<file path="config.mk">
export PLATFORM = sky130hd
export DESIGN_NAME = edgeirq_bank
export DESIGN_NICKNAME = d
export VERILOG_FILES = /design/src/rtl/edgeirq_pkg.sv /design/src/rtl/edgeirq_sync.sv /design/src/rtl/edgeirq_tracker.sv /design/src/rtl/edgeirq_status.sv /design/src/rtl/edgeirq_bank.sv
export SDC_FILE = /design/constraint.sdc
export NUM_CORES = 1
export LEC_CHECK = 0
export CAP_MARGIN = 20
export CORE_MARGIN = 4
export CORE_UTILIZATION = 60
export DETAILED_ROUTE_END_ITERATION = 10
export PLACE_DENSITY = 0.89
export SYNTH_ARGS = -nofsm -noshare
export SYNTH_HDL_FRONTEND = slang
export SYNTH_SLANG_ARGS = --single-unit
export TNS_END_PERCENT = 100
</file>
<file path="constraint.sdc">
create_clock -name clk -period 3.65 [get_ports clk]
set_input_delay 0.5475 -clock clk [delete_from_list [all_inputs] [get_ports clk]]
set_output_delay 0.5475 -clock clk [all_outputs]
set_load 0.02 [all_outputs]
</file>
<file path="src/rtl/edgeirq_pkg.sv">
package edgeirq_pkg;

    typedef enum logic [1:0] {
        TRIG_OFF  = 2'd0,
        TRIG_RISE = 2'd1,
        TRIG_FALL = 2'd2,
        TRIG_BOTH = 2'd3
    } trig_e;

    typedef enum logic {
        TRK_LOW  = 1'b0,
        TRK_HIGH = 1'b1
    } trk_e;

    localparam int unsigned REG_STATUS    = 0;
    localparam int unsigned REG_MASK_SET  = 1;
    localparam int unsigned REG_MASK_CLR  = 2;
    localparam int unsigned REG_TRIG_BASE = 4;

endpackage

</file>
<file path="src/rtl/edgeirq_sync.sv">
module edgeirq_sync #(
    parameter int W      = 32,
    parameter int STAGES = 2
) (
    input  logic         clk,
    input  logic         rst_n,
    input  logic [W-1:0] d,
    output logic [W-1:0] q
);

    logic [W-1:0] chain [STAGES];

    always_ff @(posedge clk or negedge rst_n) begin
        if (!rst_n) begin
            for (int s = 0; s < STAGES; s++) chain[s] <= '0;
        end else begin
            chain[0] <= d;
            for (int s = 1; s < STAGES; s++) chain[s] <= chain[s-1];
        end
    end

    assign q = chain[STAGES-1];

endmodule

</file>
<file path="src/rtl/edgeirq_tracker.sv">
module edgeirq_tracker
    import edgeirq_pkg::*;
(
    input  logic  clk,
    input  logic  rst_n,
    input  logic  level,
    input  trig_e trig,
    output logic  evt
);

    trk_e state_q, state_d;

    // State register
    always_ff @(posedge clk or negedge rst_n) begin
        if (!rst_n) state_q <= TRK_LOW;
        else        state_q <= state_d;
    end

    // Next state: RISE (LOW->HIGH) and FALL (HIGH->LOW)
    always_comb begin
        state_d = state_q;
        unique case (state_q)
            TRK_LOW:  if (level)  state_d = TRK_HIGH;
            TRK_HIGH: if (!level) state_d = TRK_LOW;
        endcase
    end

    // Outputs: event on a taken transition that the trigger code enables
    always_comb begin
        evt = 1'b0;
        unique case (state_q)
            TRK_LOW:  evt = level  && (trig == TRIG_RISE || trig == TRIG_BOTH);
            TRK_HIGH: evt = !level && (trig == TRIG_FALL || trig == TRIG_BOTH);
        endcase
    end

endmodule

</file>
<file path="src/rtl/edgeirq_status.sv">
module edgeirq_status #(
    parameter int NPINS = 32
) (
    input  logic             clk,
    input  logic             rst_n,
    input  logic [NPINS-1:0] evt,
    input  logic             wr_clear,
    input  logic             wr_mask_set,
    input  logic             wr_mask_clr,
    input  logic [NPINS-1:0] wbits,
    output logic [NPINS-1:0] status_q,
    output logic [NPINS-1:0] mask_q,
    output logic             irq
);

    logic [NPINS-1:0] clear_bits;

    assign clear_bits = wr_clear ? wbits : '0;

    // A new event wins over a simultaneous clear
    always_ff @(posedge clk or negedge rst_n) begin
        if (!rst_n) status_q <= '0;
        else        status_q <= (status_q & ~clear_bits) | evt;
    end

    always_ff @(posedge clk or negedge rst_n) begin
        if (!rst_n)           mask_q <= '1;
        else if (wr_mask_set) mask_q <= mask_q | wbits;
        else if (wr_mask_clr) mask_q <= mask_q & ~wbits;
    end

    assign irq = |(status_q & ~mask_q);

endmodule

</file>
<file path="src/rtl/edgeirq_bank.sv">
module edgeirq_bank
    import edgeirq_pkg::*;
#(
    parameter int NPINS       = 32,
    parameter int DATA_W      = 32,
    parameter int ADDR_W      = 3,
    parameter int SYNC_STAGES = 2
) (
    input  logic              clk,
    input  logic              rst_n,
    input  logic [NPINS-1:0]  pins_in,
    input  logic              reg_we,
    input  logic [ADDR_W-1:0] reg_addr,
    input  logic [DATA_W-1:0] reg_wdata,
    output logic [DATA_W-1:0] reg_rdata,
    output logic              irq_out
);

    localparam int PINS_PER_WORD = DATA_W / 2;
    localparam int TRIG_WORDS    = (NPINS + PINS_PER_WORD - 1) / PINS_PER_WORD;
    localparam logic [ADDR_W-1:0] A_STATUS = ADDR_W'(REG_STATUS);
    localparam logic [ADDR_W-1:0] A_MSET   = ADDR_W'(REG_MASK_SET);
    localparam logic [ADDR_W-1:0] A_MCLR   = ADDR_W'(REG_MASK_CLR);

    logic [NPINS-1:0]   level_sync;
    logic [NPINS-1:0]   evt_vec;
    logic [NPINS-1:0]   status_vec;
    logic [NPINS-1:0]   mask_vec;
    logic [2*NPINS-1:0] trig_all;
    logic               hit_status, hit_mset, hit_mclr;

    assign hit_status = reg_we && (reg_addr == A_STATUS);
    assign hit_mset   = reg_we && (reg_addr == A_MSET);
    assign hit_mclr   = reg_we && (reg_addr == A_MCLR);

    edgeirq_sync #(.W(NPINS), .STAGES(SYNC_STAGES)) u_sync (
        .clk   (clk),
        .rst_n (rst_n),
        .d     (pins_in),
        .q     (level_sync)
    );

    for (genvar p = 0; p < NPINS; p++) begin : g_pin
        localparam int WORD = p / PINS_PER_WORD;
        localparam int LSB  = 2 * (p % PINS_PER_WORD);
        localparam logic [ADDR_W-1:0] A_WORD = ADDR_W'(REG_TRIG_BASE + WORD);

        logic [1:0] trig_r;

        always_ff @(posedge clk or negedge rst_n) begin
            if (!rst_n)                             trig_r <= '0;
            else if (reg_we && reg_addr == A_WORD)  trig_r <= reg_wdata[LSB +: 2];
        end

        assign trig_all[2*p +: 2] = trig_r;

        edgeirq_tracker u_trk (
            .clk   (clk),
            .rst_n (rst_n),
            .level (level_sync[p]),
            .trig  (trig_e'(trig_r)),
            .evt   (evt_vec[p])
        );
    end

    edgeirq_status #(.NPINS(NPINS)) u_stat (
        .clk         (clk),
        .rst_n       (rst_n),
        .evt         (evt_vec),
        .wr_clear    (hit_status),
        .wr_mask_set (hit_mset),
        .wr_mask_clr (hit_mclr),
        .wbits       (reg_wdata[NPINS-1:0]),
        .status_q    (status_vec),
        .mask_q      (mask_vec),
        .irq         (irq_out)
    );

    always_comb begin
        reg_rdata = '0;
        if (reg_addr == A_STATUS) begin
            reg_rdata[NPINS-1:0] = status_vec;
        end else if (reg_addr == A_MSET || reg_addr == A_MCLR) begin
            reg_rdata[NPINS-1:0] = mask_vec;
        end else begin
            for (int w = 0; w < TRIG_WORDS; w++) begin
                if (reg_addr == ADDR_W'(REG_TRIG_BASE + w)) begin
                    for (int i = 0; i < PINS_PER_WORD; i++) begin
                        if (w * PINS_PER_WORD + i < NPINS)
                            reg_rdata[2*i +: 2] = trig_all[2*(w*PINS_PER_WORD + i) +: 2];
                    end
                end
            end
        end
    end

endmodule

</file>
# Word level (Yosys, flattened, before mapping)
# Cells that the tools add are included.
[word_totals]
wordCells = 448
latch_bits = 0
rom_bits = 0
regBits = 224
output_inout_bits = 33
memories = 0
ram_bits = 0
inputBits = 70
[classes]
muxes = 71
div = 0
n_bitwise = 40
addsub = 0
multipliers = 0
shifts = 0
eq_ne = 100
magnitude_cmp = 0
reduce_logical = 169
[ops]
columns = ["cell", "count"]
rows = [
  ["32-bit two-way mux", 7],
  ["2-bit equality test, second input constant", 64],
  ["32-bit bitwise AND", 3],
  ["32-bit inverter", 3],
  ["1-bit logical AND", 69],
  ["1-bit logical OR", 65],
  ["2-bit by 1-bit equality test with 1-bit output, second input constant", 32],
  ["32-bit bitwise OR", 2],
  ["1-bit case mux with 2 select lines", 32],
  ["1-bit logical NOT", 32],
  ["1-bit two-way mux", 32],
  ["1-bit inverter", 32],
  ["32-bit OR reduction", 1],
  ["3-bit equality test, second input constant", 2],
  ["3-bit by 1-bit equality test with 1-bit output, second input constant", 1],
  ["3-bit by 2-bit equality test with 1-bit output, second input constant", 1],
  ["3-bit logical NOT", 1],
  ["2-bit nonzero test", 1],
]

# Logic depth before layout (Yosys ltp)
# Gate-level depths: netlist of the first run.
[depth]
ltp_word = 6
mapped_depth = 6
ltp_nobuf = 4

# Cells and area by module
# A second synthesis of the first run with hierarchy kept.
[unflattened]
hier_cells = 767
area_unflattened_um2 = 9496.6
[modules_own_cells]
columns = ["mod", "n_inst", "seq_area_each_um2", "area_per_inst_um2", "cells_each"]
rows = [
  ["edgeirq_bank", 1, 1601.5, 3677.3, 289],
  ["edgeirq_status", 1, 1641.6, 2736.4, 254],
  ["edgeirq_sync", 1, 1601.5, 1841.8, 96],
  ["edgeirq_tracker", 32, 25.0, 38.8, 4],
]

# Least setup slack after synthesis of the first run
# OpenSTA, ideal clock, no wires.
[synth_timing]
path_type = "input -> output"
start = "in reg_addr[0]"
end = "out reg_rdata[14]"
path_buffers = 2
stages = 4
arrival_time_ns = 1.779
slack_ns = 1.323
cell_sequence = "buf_4 > buf_2 > mux4_2 > a22o_1"
[synth_via]
elab_chain_len = 5
word_cells_on_any_way = 10
classes_between = "eq/ne (4); mux (4); reduce/logical (2)"
[synth_lines]
columns = ["element", "line_no", "source"]
rows = [
  ["start: declaration", "edgeirq_bank.sv:13", "input logic [ADDR_W-1:0] reg_addr,"],
  ["3-bit equality test", "edgeirq_bank.sv:87", "if (reg_addr == ADDR_W'(REG_TRIG_BASE + w)) begin"],
  ["32-bit two-way mux (2 in a row)", "edgeirq_bank.sv:87", ""],
  ["32-bit two-way mux", "edgeirq_bank.sv:83", "end else if (reg_addr == A_MSET || reg_addr == A_MCLR) begin"],
  ["32-bit two-way mux *", "edgeirq_bank.sv:81", "if (reg_addr == A_STATUS) begin"],
  ["end: declaration", "edgeirq_bank.sv:15", "output logic [DATA_W-1:0] reg_rdata,"],
]
# Every way passes the cells marked *; elsewhere a longest branch is shown, timed or not.

# Worst setup path after layout of the first run
[layout_timing]
start = "in reg_addr[1]"
end = "out reg_rdata[19]"
# Same word-level chain as after synthesis.

==> results of run 1 <==
==> cells in the mapped netlist <==
master / count / share of area
nand2_1: 129 / 0.052
inv_1: 33 / 0.013
nor2_1: 2 / 0.00081
nand3b_1: 32 / 0.026
o211ai_1: 32 / 0.026
dfrtp_1: 192 / 0.52
mux4_2: 32 / 0.077
or2_1: 1 / 0.00067
mux2_4: 30 / 0.048
buf_2: 15 / 0.0081
a21oi_2: 1 / 0.00094
buf_6: 3 / 0.0036
nand4_1: 1 / 0.00067
mux2_2: 59 / 0.071
clkbuf_1: 6 / 0.0024
o22ai_1: 16 / 0.011
mux2_1: 7 / 0.0085
nor4_1: 4 / 0.0027
dfstp_2: 32 / 0.090
nand2b_1: 3 / 0.0020
a22o_1: 32 / 0.030
nor4b_2: 1 / 0.0016
buf_4: 6 / 0.0048
nor3_2: 1 / 0.0011
==> power groups by stage <==
| stage | clock, W | sequential (W) | combinational, W |
|---|---|---|---|
| final | 0.00246 | 0.00309 | 0.000985 |
| after detailed placement | 0 | 0.00311 | 0.000966 |
| after global placement | 0 | 0.00308 | 0.000930 |
| after CTS | 0.00248 | 0.00307 | 0.000987 |
| after floorplan | 0 | 0.00298 | 0.000621 |
| after global routing | 0.00259 | 0.00311 | 0.00105 |
==> area by class of cell <==
cell class | instances | share of cell area
sequential | 224 | 0.4965
multi-input combinational | 383 | 0.2968
timing repair buffer | 120 | 0.1045
clock buffer | 34 | 0.06042
tap | 188 | 0.02069
inverter | 33 | 0.01089
clock inverter | 7 | 0.01012
==> how the worst max path moves through the flow <==
stage | startpoint | end | cells past startpoint
6_report | reg_addr[1] | reg_rdata[19] | 6
5_1_grt | reg_addr[1] | reg_rdata[19] | 6
4_1_cts | reg_addr[1] | reg_rdata[19] | 6
3_5_place_dp | reg_addr[1] | reg_rdata[19] | 6
3_3_place_gp | reg_addr[1] | reg_rdata[21] | 6
2_1_floorplan | reg_addr[0] | reg_rdata[14] | 4
==> metrics by stage <==
stage	power (W)	hold WS [ns]	cells
after CTS	0.006546	0.1673	989
after global routing	0.006754	0.1990	989
after detailed placement	0.004073	0.3363	948
after global placement	0.004012	0.3323	948
final	0.006534	0.1115	989
after floorplan	0.003606	0.2519	670
==> metal layers <==
layer	track usage	vias to the layer above	wire (um)
li1	-	2627	-
met1	0.3795	3316	9202
met2	0.4331	422	11460
met3	0.05361	90	2121
met4	0.1091	0	991
met5	0	-	0
==> kinds of logic (layout without fill, tap and decap cells) <==
group | count (synthesis) | after routing | share of synthesized area
AND/OR/NAND/NOR | 174 | 174 | 0.08742
flip-flops | 224 | 224 | 0.6069
multiplexers | 128 | 128 | 0.2058
AO/OA/AOI/OAI | 81 | 81 | 0.06765
buffers and inverters | 63 | 194 | 0.03228
==> impl_results.md, run 1 <==
- Worst reg2reg setup slack: 2.79 ns
- Commonest cells after routing, fill and taps aside: dfrtp_1 (192), nand2_1 (129), clkdlybuf4s50_1 (99), mux2_2 (59), inv_1 (33)
- Drc violations: 0
- Psw: between 0.0015 and 0.002 W
- HPWL after DPL: approximately 16 mm
- Worst-Skew Late Latency: 0.50 ns
- Core area: around 0.015 mm^2
- Root buf cell: clkbuf_16
- Outcome: complete, no violations
- Die Height: 132.5 um
- Least-Margin Pin Slew: 0.8964 ns
- Post-DP Area: 0.01057 mm^2
- Final Util: 0.7479
- Final worst path period share: 0.8679
- Synth Net Count: between 700 and 800
- Critical Path Fanout Max: 20
- Ys Warns: 0
- WL/cell: 24.04 um
- Area delta synth->final: 22.22%
- Synthesized area: between 0.009 and 0.01 mm^2
- Leakage power: 5.042 nW
- All-Layer GR Usage: 0.2736
- Deepest clock path buffer count: 3
- Vias: 6455
- GR Overflow Total: 0
- Max incr delay on CP: 0.63 ns
- Pwr Density: 574.7 mW/mm^2
- Syn avg cell area: 13.88 um^2
- Postcts setup bufs: 0
- #FFs+latches synth: around 220
- Final instance area: 0.01137 mm^2
- I/O pins: between 100 and 150
- Crit path cell chain: clkdlybuf4s50_1 -> nand2b_1 -> nor2_2 -> buf_4 -> a22o_1 -> clkdlybuf4s50_1
- Cells after Synth: 670
- Pint: 0.004869 W
- Worst setup EP type: output pin
- Clk sinks: between 200 and 250
- Nets@finish: 855
- Worst vdd ir: 0.0005738 V
- Slowest cell on crit path: clkdlybuf4s50_1
- Die area: 0.01756 mm^2
- Fin worst setup slack: 0.4823 ns
- Sequential power share: 0.473
- Final Skew: ~0.0081 ns
- Most used cell, CP: clkdlybuf4s50_1
- CTS buffer count: 23
- Final hold viol count: 0
- Worst hold path class: primary input to async pin
- H-Tree Level Count: 1
- FF-to-FF Start: g_pin[17].trig_r[1]
- Largest net degree at the start of global routing: 123
- Antenna violations before repair: 0
- Top Family by Delay on Critical Path: buffers and inverters
- Crit Path Class: primary input to output pin
- RSZ-0062 raised after global routing: false
- Cell variety after synth: 24
- Setup_tns: 0 ns
- Ant diodes: 0
- # setup viols final: 0
- Post-place setup slack: between 0.5 and 0.6 ns
- Post-CTS Hold Buffers: 0
- Vias/cell: approximately 6.5
- I/O Buffers: between 100 and 150
- Row count: 45
- Routed Antenna Nets: 0
- Fin. max-slew vios: 0
- Max_cap viols: 0
- Sw Share: 0.2549
- Initial Utilization: 0.6119
- FF+latch area: 0.005645 mm^2
- Horiz. Die Dim: 132.5 um
- Layout cells sized above 1: 0.2697
- Worst EP arrival: between 2 and 3 ns
- Reg clk slew, reported paths: 0.06 ns
- Multi-input logic area: 0.003374 mm^2
- CTS tree: done
- Vias in the first global route: approximately 6900
- Critical Path Start Type: primary input
- CP Data Required Time: a little over 3 ns
- Detailed Route WL: approximately 24 mm
- First-pass GRT wire length: roughly 38 mm
- Clock share of power: 0.376
- Cells on worst reg2reg path: 1
- Fillers: 829
- Initial DRT Pass Iterations: 5
- Bufs and invs on worst path: 3
- Post_cts resized: 0
- Number of DRC markers in iteration 0: 885
- Fmax: 315.7 MHz
- Final min period: ~3.2 ns
- Sequential-to-total area share from yosys stat: 0.6069
- Logic pwr share: 0.151
- Commonest non-fill, non-tap cell in the layout: dfrtp_1
- Routability cong.: 0.8737
- Slew margin rel.: 0.4024
- RR Endpoint: g_pin[17].trig_r[1]
(Power assumes the default switching activity.)
==> inputs of run 2 (changes only) <==
--- a/config.mk
+++ b/config.mk
@@ -7,9 +7,11 @@
 export LEC_CHECK = 0
 export CAP_MARGIN = 20
 export CORE_MARGIN = 4
-export CORE_UTILIZATION = 60
+export CORE_UTILIZATION = 35
 export DETAILED_ROUTE_END_ITERATION = 10
-export PLACE_DENSITY = 0.89
+export GPL_TIMING_DRIVEN = 0
+export PLACE_DENSITY = 0.59
+export REMOVE_ABC_BUFFERS = 1
 export SYNTH_ARGS = -nofsm -noshare
 export SYNTH_HDL_FRONTEND = slang
 export SYNTH_SLANG_ARGS = --single-unit
==> impl_results.md, run 2 (synthesized netlist as in run 1, its figures left out) <==
- Final instance area: 0.01173 mm^2 (+3.2%)
- Fmax: 300.3 MHz (-4.9%)
- RSZ-0062 raised after global routing: false
- Worst setup EP type: output pin
- Clk sinks: 224 (unchanged)
- Worst EP arrival: 2.78 ns (+0.16 ns)
- Post-DP Area: 0.01087 mm^2 (+2.9%)
- Worst vdd ir: 0.0002917 V (-49%)
- Vias/cell: 5.110 (-22%)
- All-Layer GR Usage: 0.1615 (-0.1121)
- Drc violations: 0 (unchanged)
- Routed Antenna Nets: 0 (unchanged)
- Vias in the first global route: 6037 (-12%)
- Reg clk slew, reported paths: 0.05 ns (about the same)
- Final hold viol count: 0 (unchanged)
- Die Height: 171.0 um (+29%)
- CP Data Required Time: 3.10 ns (about the same)
- Commonest non-fill, non-tap cell in the layout: dfrtp_1
- Final Skew: 0.01620 ns (+0.008090 ns)
- Antenna violations before repair: 2 (+2)
- Horiz. Die Dim: 171.0 um (+29%)
- Root buf cell: clkbuf_16
- Fin. max-slew vios: 0 (unchanged)
- Row count: 59 (+31%)
- Detailed Route WL: 23.43 mm (-1.4%)
- WL/cell: 20.57 um (-14%)
- Routability cong.: 0.7772 (-11%)
- H-Tree Level Count: 1 (unchanged)
- Post_cts resized: 0 (unchanged)
- Post-place setup slack: 0.09973 ns (-0.4244 ns)
- Critical Path Start Type: primary input
- Outcome: complete, no violations
- Worst hold path class: register to register
- GR Overflow Total: 0 (unchanged)
- # setup viols final: 0 (unchanged)
- Least-Margin Pin Slew: 0.9126 ns (+0.01624 ns)
- Crit Path Class: primary input to output pin
- Hold_ws: 0.3452 ns (+0.2337 ns)
- Final min period: 3.330 ns (+0.1621 ns)
- Design Power: 0.006524 W (-0.15%)
- Initial DRT Pass Iterations: 5 (unchanged)
- Largest net degree at the start of global routing: 98 (-20%)
- Final worst path period share: 0.9123 (+0.04441)
- Vias: 5820 (-9.8%)
- Critical Path Fanout Max: 32 (+60%)
- Area delta synth->final: 26.12%
- I/O Buffers: 102 (unchanged)
- Placed Instances: 1089 (+15%)
- Pwr Density: 556.1 mW/mm^2 (-3.2%)
- Core area: 0.02613 mm^2 (+72%)
- HPWL after DPL: 15.88 mm (+1.7%)
- Worst-Skew Late Latency: 0.53 ns (+0.03 ns)
- Max_cap viols: 0 (unchanged)
- First-pass GRT wire length: 36.34 mm (-4.4%)
- I/O pins: 103 (unchanged)
- Die area: 0.02925 mm^2 (+67%)
- CTS tree: done
- Fin worst setup slack: 0.3202 ns (-0.1621 ns)
- Slew margin rel.: 0.3901 (-0.01227)
- Commonest cells after routing, fill and taps aside: dfrtp_1 (192), nand2_1 (129), clkdlybuf4s50_1 (99), mux2_2 (59)
- CTS buffer count: 25 (+8.7%)
- Nets@finish: 854 (-0.12%)
- Layout cells sized above 1: 0.2677 (-0.001917)
- Post-route insts no fill: 1139 (+15%)
- Initial Utilization: 0.3560 (-0.2560)
- Deepest clock path buffer count: 3 (unchanged)
- Leakage power: 5.090 nW (+0.95%)
- Number of DRC markers in iteration 0: 446 (-50%)
-- run 2: cell types whose count changed in the layout (fill, tap and decap cells not counted), sizes merged --
cell,change
buf,-4
clkbuf,+2
clkinv,+2
inv,+2
bufinv,-1
diode,+1
dlygate4sd3,+1
-- run 2: worst paths after layout --
check / depth (start not counted) / end / slack, ns / startpoint
max: 4 / reg_rdata[12] / 0.32 / reg_addr[1]
min: 0 / u_sync.q[21] / 0.35 / u_sync.chain[53]
max reg2reg: 1 / g_pin[17].trig_r[0] / 2.80 / g_pin[17].trig_r[0]
min reg2reg: 0 / u_sync.q[21] / 0.35 / u_sync.chain[53]
max in group asynchronous: 3 / async pin / 2.36 / rst_n
min in group asynchronous: 2 / u_sync.chain[56] / 0.50 / rst_n
-- run 2: metal layers --
| layer | wire length [um] | share of wire | global-route usage |
|---|---|---|---|
| met5 | 12 | 0.00051 | 0 |
| met4 | 376 | 0.016 | 0.03272 |
| met3 | 1292 | 0.055 | 0.03720 |
| met2 | 10840 | 0.46 | 0.2511 |
| met1 | 10900 | 0.47 | 0.2344 |
-- run 2: metrics by stage --
| step | utilization | setup TNS [ns] |
|---|---|---|
| after detailed placement | 0.4159 | 0 |
| after global placement | 0.4043 | -2030.92 |
| after global routing | 0.4490 | 0 |
| after floorplan | - | 0 |
| after CTS | 0.4478 | 0 |
| final | 0.4490 | 0 |
-- run 2: area by class of cell --
cell class	instances	area, um^2
fillers	2394	14400
multi-input cells	383	3395
clock inverters	10	126.4
flip-flops and latches	224	5645
inverters	33	123.9
repair buffers	117	1324
diodes	1	2.502
well taps	335	419.2
clock buffers	36	696.9
-- run 2: timing repair --
| action | CTS | global route |
|---|---|---|
| setup buffers | 0 | 2 |
| endpoints found under the setup margin | 0 | 9 |
| hold buffers | 1 | 0 |
| endpoints found under the hold margin | 35 | 0 |
-- run 2: critical path, cell delays in order --
cell and delay [ns]:
clkdlybuf4s50_1 0.57, inv_2 0.72, a22o_1 0.31, clkdlybuf4s50_1 0.63
-- run 2: power breakdown --
part	internal (W)	switching, W	leakage, nW
Combinational	0.000568	0.000399	2.16
Sequential	0.00280	0.000260	2.53
Clock	0.00148	0.00101	0.399
